## src/rtl/spec_chk_pkg.sv

```systemverilog
package spec_chk_pkg;

    localparam int SLC_ADDR_W = 64;
    localparam int SLC_SIZE_W = 2;

    typedef logic [SLC_ADDR_W-1:0] addr_t;
    typedef logic [SLC_SIZE_W-1:0] lsize_t;

    typedef struct packed {
        logic  valid;
        logic  redirect;
        addr_t addr;
    } rsp_t;

    // Byte ranges [a, a+2^as) and [b, b+2^bs), computed without wrap-around.
    function automatic logic ranges_overlap(input addr_t a, input lsize_t as_,
                                            input addr_t b, input lsize_t bs_);
        logic [SLC_ADDR_W:0] a_end;
        logic [SLC_ADDR_W:0] b_end;
        a_end = {1'b0, a} + ((SLC_ADDR_W+1)'(1) << as_);
        b_end = {1'b0, b} + ((SLC_ADDR_W+1)'(1) << bs_);
        return ({1'b0, a} < b_end) && ({1'b0, b} < a_end);
    endfunction

endpackage

```

## src/rtl/spec_chk_table.sv

```systemverilog
module spec_chk_table
    import spec_chk_pkg::*;
#(
    parameter int ENTRIES = 16,
    parameter int REG_W   = 7
) (
    input  logic             clk,
    input  logic             rst_n,
    input  logic             rm_en,
    input  logic             wr_en,
    input  logic [REG_W-1:0] wr_reg,
    input  addr_t            wr_addr,
    input  lsize_t           wr_size,
    input  logic             st_en,
    input  addr_t            st_addr,
    input  lsize_t           st_size,
    input  logic [REG_W-1:0] q_reg,
    output logic             q_hit
);
    localparam int IDX_W = (ENTRIES > 1) ? $clog2(ENTRIES) : 1;
    localparam logic [IDX_W-1:0] LAST = IDX_W'(ENTRIES - 1);

    typedef struct {
        logic [ENTRIES-1:0] vld;
        logic [IDX_W-1:0]   ptr;
        logic [REG_W-1:0]   tag  [ENTRIES];
        addr_t              addr [ENTRIES];
        lsize_t             size [ENTRIES];
    } tab_t;

    tab_t tab_q, tab_d;

    logic [ENTRIES-1:0] st_kill;
    logic [ENTRIES-1:0] q_match;
    logic [ENTRIES-1:0] wr_match;

    for (genvar i = 0; i < ENTRIES; i++) begin : g_cmp
        assign st_kill[i]  = st_en && tab_q.vld[i] &&
                             ranges_overlap(tab_q.addr[i], tab_q.size[i], st_addr, st_size);
        assign q_match[i]  = tab_q.tag[i] == q_reg;
        assign wr_match[i] = tab_q.tag[i] == wr_reg;
    end

    logic [ENTRIES-1:0] vld_snooped;
    assign vld_snooped = tab_q.vld & ~st_kill;
    assign q_hit       = |(vld_snooped & q_match);

    always_comb begin
        tab_d     = tab_q;
        tab_d.vld = vld_snooped & ~({ENTRIES{rm_en}} & wr_match);
        if (wr_en) begin
            tab_d.vld[tab_q.ptr]  = 1'b1;
            tab_d.tag[tab_q.ptr]  = wr_reg;
            tab_d.addr[tab_q.ptr] = wr_addr;
            tab_d.size[tab_q.ptr] = wr_size;
            tab_d.ptr = (tab_q.ptr == LAST) ? '0 : tab_q.ptr + IDX_W'(1);
        end
    end

    always_ff @(posedge clk) begin
        if (!rst_n) begin
            tab_q.vld <= '0;
            tab_q.ptr <= '0;
        end else begin
            tab_q <= tab_d;
        end
    end

endmodule

```

## src/rtl/spec_chk_fault.sv

```systemverilog
module spec_chk_fault #(
    parameter int REG_W = 7
) (
    input  logic             clk,
    input  logic             rst_n,
    input  logic             set_en,
    input  logic [REG_W-1:0] set_reg,
    input  logic             set_val,
    input  logic [REG_W-1:0] q_reg,
    output logic             q_bit
);
    localparam int NREGS = 1 << REG_W;

    logic [NREGS-1:0] bits_q, bits_d;

    assign q_bit = bits_q[q_reg];

    always_comb begin
        bits_d = bits_q;
        if (set_en) bits_d[set_reg] = set_val;
    end

    always_ff @(posedge clk) begin
        if (!rst_n) bits_q <= '0;
        else        bits_q <= bits_d;
    end

endmodule

```

## src/rtl/spec_check_table.sv

```systemverilog
module spec_check_table
    import spec_chk_pkg::*;
#(
    parameter int ENTRIES = 16,
    parameter int REG_W   = 7
) (
    input  logic             clk,
    input  logic             rst_n,
    input  logic             ld_valid,
    input  logic             ld_adv,
    input  logic [REG_W-1:0] ld_reg,
    input  logic [63:0]      ld_addr,
    input  logic [1:0]       ld_size,
    input  logic             ld_fault,
    input  logic             st_valid,
    input  logic [63:0]      st_addr,
    input  logic [1:0]       st_size,
    input  logic             chk_valid,
    input  logic             chk_spec,
    input  logic [REG_W-1:0] chk_reg,
    input  logic [63:0]      chk_target,
    output logic             rsp_valid,
    output logic             rsp_redirect,
    output logic [63:0]      rsp_addr
);
    logic tab_hit;
    logic fault_bit;
    rsp_t rsp_q, rsp_d;

    spec_chk_table #(.ENTRIES(ENTRIES), .REG_W(REG_W)) u_tab (
        .clk     (clk),
        .rst_n   (rst_n),
        .rm_en   (ld_valid && ld_adv),
        .wr_en   (ld_valid && ld_adv && !ld_fault),
        .wr_reg  (ld_reg),
        .wr_addr (ld_addr),
        .wr_size (ld_size),
        .st_en   (st_valid),
        .st_addr (st_addr),
        .st_size (st_size),
        .q_reg   (chk_reg),
        .q_hit   (tab_hit)
    );

    spec_chk_fault #(.REG_W(REG_W)) u_flt (
        .clk     (clk),
        .rst_n   (rst_n),
        .set_en  (ld_valid),
        .set_reg (ld_reg),
        .set_val (ld_fault),
        .q_reg   (chk_reg),
        .q_bit   (fault_bit)
    );

    always_comb begin
        rsp_d          = '0;
        rsp_d.valid    = chk_valid;
        rsp_d.redirect = chk_valid && (chk_spec ? fault_bit : !tab_hit);
        rsp_d.addr     = rsp_d.redirect ? chk_target : '0;
    end

    always_ff @(posedge clk) begin
        if (!rst_n) rsp_q <= '0;
        else        rsp_q <= rsp_d;
    end

    assign rsp_valid    = rsp_q.valid;
    assign rsp_redirect = rsp_q.redirect;
    assign rsp_addr     = rsp_q.addr;

endmodule


```

## config.mk

```make
export PLATFORM = sky130hd
export DESIGN_NAME = spec_check_table
export DESIGN_NICKNAME = d
export VERILOG_FILES = /design/src/rtl/spec_chk_pkg.sv /design/src/rtl/spec_chk_table.sv /design/src/rtl/spec_chk_fault.sv /design/src/rtl/spec_check_table.sv
export SDC_FILE = /design/constraint.sdc
export NUM_CORES = 2
export LEC_CHECK = 0
export BUFFER_PORTS_ARGS = -buffer_cell sky130_fd_sc_hd__buf_2
export CAP_MARGIN = 20
export CELL_PAD_IN_SITES_DETAIL_PLACEMENT = 1
export CELL_PAD_IN_SITES_GLOBAL_PLACEMENT = 2
export CORE_ASPECT_RATIO = 1.4
export CORE_UTILIZATION = 28
export CTS_BUF_LIST = sky130_fd_sc_hd__clkbuf_4
export DETAILED_ROUTE_END_ITERATION = 8
export HOLD_SLACK_MARGIN = 0.12
export PLACE_DENSITY_LB_ADDON = 0.05
export SYNTH_ARGS = -nofsm -noshare
export SYNTH_HDL_FRONTEND = slang
export SYNTH_SLANG_ARGS = --single-unit
```

## constraint.sdc

```tcl
create_clock -name clk -period 8.9 [get_ports clk]
set_input_delay 0.445 -clock clk [delete_from_list [all_inputs] [get_ports clk]]
set_output_delay 0.445 -clock clk [all_outputs]
set_load 0.005 [all_outputs]
```

==> impl_metrics.json <==
{
  "outcome": "completed",
  "yosysUniqueCellTypes": 86,
  "power_leakage_uw": 0.0514,
  "dominantRegCellSynth": "edfxtp_1",
  "dr_total_vias": 96300,
  "row_count": 274,
  "grt_pass1_vias": 102000,
  "fin_crit_sh_pct": 93.3,
  "dp_hpwl_um": 425000,
  "irDropWorstVdd_uv": 102,
  "num_io_pins": 284,
  "maxSlewHeadroom_pct": 18.3,
  "critPathRequiredTime_ps": 10400,
  "clkTransAtPathRegs_ps": 70,
  "arrival_ps": 9810,
  "synth_common_cells": "ha_1, edfxtp_1, nand2_1",
  "cts_tree": "built",
  "synth_top_area_cell": "edfxtp_1",
  "via_per_inst": 5.33,
  "yosysMostFrequentCell": "ha_1",
  "async_reset_ff_share_pct": 0,
  "final_area_sq_um": 134000,
  "power_density_nw_per_um2": 123,
  "cp_common_cell": "nor2b_1",
  "drc": 0,
  "ys_seq_area_share_pct": 35.2,
  "fin_crit_ps": 8310,
  "portBuffers": 283,
  "ys_ff_latch": 1382,
  "yosysTopAreaCellShare_pct": 31.4,
  "final_util_pct": 33.6,
  "hold_viol": 0,
  "grt_max_degree": 77,
  "synthCells": 11100,
  "die_area_sq_um": 402000,
  "max_stage_delay_ps": 850,
  "ant_nets": 0,
  "yosysWarnings": 0,
  "avgSynthCellArea_sq_um": 10.1,
  "end_kind": "register",
  "dp.cells": 16800,
  "crit_fanout": 29,
  "synth_edf_count": 1168,
  "numClockSinks": 1382,
  "grt_first_pass_wirelength_um": 755000,
  "drv_slew": 0,
  "tightest_slew_ps": 1220,
  "grt_use_total_pct": 26.1,
  "synth_nets": 13400,
  "clock_skew_ps": 152,
  "dr.pass1.iters": 7,
  "drtIter0Drc": 5222,
  "routed_wirelength_um": 534000,
  "antenna_found_initial": 32,
  "area_growth_pct": 19.5,
  "n_fill_cell": 45000,
  "crit_slowest_cell": "a31oi_1",
  "gp_congestion": 0.904,
  "tns_ps": 0,
  "hold_class": "primary input to register",
  "synth_area_leaders": "edfxtp_1, ha_1, xor2_1, xnor2_1, dfxtp_1",
  "critPathKind": "register to register",
  "cap_violations": 0,
  "rsz0062_at_grt": "no",
  "die_y_um": 750,
  "clock.fmax_ghz": 0.120,
  "cp-start-kind": "register",
  "root_buffer": "clkbuf_4",
  "cts_buffers": 424,
  "place_area_sq_um": 123000,
  "coreArea_sq_um": 398000,
  "instances_no_fill": 18100,
  "synth_area_sq_um": 112000,
  "fin_nets": 14800,
  "die_w_um": 536,
  "insertion_delay_ps": 1610,
  "finalSetupViolations": 0,
  "cts_max_path_buffers": 4,
  "h-tree-depth": 5,
  "initial_core_util_pct": 28.1,
  "final_layout_size_suffix_gt1_share_pct": 12.2,
  "wl_per_cell_um": 29.6,
  "cts_setup_buffers": 0,
  "grt_overflow": 0
}
-- cells in the final DEF, fill, tap and decap left out, types with 32 or more instances in the layout --
cell	instances
nand4_1	554
clkinv_1	110
buf_4	332
and3_1	211
clkinv_2	43
nand3_1	703
nor2_1	645
nor4_1	115
nand2b_1	74
xnor2_1	583
nand2_1	881
buf_2	285
nor3_1	176
xor2_1	634
xor2_2	37
buf_12	89
mux4_2	33
and4_1	105
a21oi_1	645
o211ai_1	53
a2111oi_0	33
ha_1	2088
o21ai_0	523
o21a_1	117
dlygate4sd3_1	381
a221oi_1	51
inv_1	170
and2_1	64
a21boi_0	133
a21o_1	228
dfxtp_1	214
or3_1	32
clkbuf_4	602
edfxtp_1	1168
a211oi_1	121
nor2b_1	115
-- path summary, 6_finish.rpt --
check,slack (ps),end,from,cells after the start
worst max-delay path,590,rsp_addr[62]$_SDFF_PN0_,u_tab.tab_q[26]$_DFFE_PP_,28
worst min-delay path,310,u_tab.tab_q[1181]$_SDFF_PN0_,st_addr[55],7
worst max register to register,590,rsp_addr[62]$_SDFF_PN0_,u_tab.tab_q[26]$_DFFE_PP_,28
worst min register to register,480,u_flt.bits_q[115]$_SDFFE_PN0P_,u_flt.bits_q[115]$_SDFFE_PN0P_,2
-- metrics by stage --
step | setup slack, ps | hold slack, ps | total power [uW]
CTS | 208 | 124 | 16700
detailed placement | 427 | 475 | 9460
finish | 593 | 310 | 16400
global route | 9.00 | 257 | 17100
floorplan | 2600 | 454 | 8200
global placement | 338 | 461 | 9390
-- worst max-delay path, delay by kind of cell (launching register included) --
| family | cells | cell delay, ps |
|---|---|---|
| buf+inv | 5 | 1160 |
| flops | 1 | 420 |
| fa+ha+maj | 3 | 860 |
| compound gates | 5 | 1900 |
| simple gates | 14 | 3750 |
| xor+xnor | 1 | 160 |
-- final cells by class --
cell class	count	area, sq um	area share [%]
inverter	171	642	0.480
sequential	1382	39400	29.5
multi-input combinational	9377	71900	53.8
clock buffer	601	4510	3.38
clock inverter	174	1020	0.767
tap	5244	6560	4.91
antenna	19	47.5	0.0356
timing repair buffer	1093	9570	7.16
-- cells by family (layout without fill, tap and decap cells) --
| family | count (synthesis) | after routing | synth area share, % |
|---|---|---|---|
| other | 0 | 19 | 0 |
| adders and majority gates | 2105 | 2105 | 23.7 |
| xor gates and xnor gates | 1278 | 1278 | 10.0 |
| AOI/OAI and AO/OA | 2147 | 2147 | 12.1 |
| DFF | 1382 | 1382 | 35.2 |
| and+or+nand+nor | 3805 | 3805 | 17.2 |
| buffers and inverters | 307 | 2039 | 1.13 |
| muxes | 42 | 42 | 0.748 |
-- layer usage --
metal / GRT usage, % / share of wire, % / vias to the layer above
met5: 0 / 0.023 / -
met4: 10.6 / 4.5 / 16
met3: 2.86 / 3.3 / 802
met2: 47.6 / 51 / 1886
met1: 30.9 / 41 / 48200
li1: - / - / 45400
-- power by group --
part	total [uW]	switching [uW]	internal [uW]
combinational	2440	1570	870
clock	6880	3460	3430
sequential	7050	16.8	7030
-- timing repair --
item                       in CTS  in global routing
gates resized for setup         0                  3
setup endpoints to repair       0                 64
hold endpoints to repair     1458                  0
hold buffers                  448                  0
-- registers in the layout, indices dropped and copies added, names as in the netlist --
signal / cells
u_flt.bits_q: 128
u_tab.tab_q: 1188
rsp_redirect: 1
rsp_valid: 1
rsp_addr: 64
(Power assumes the default switching activity.)
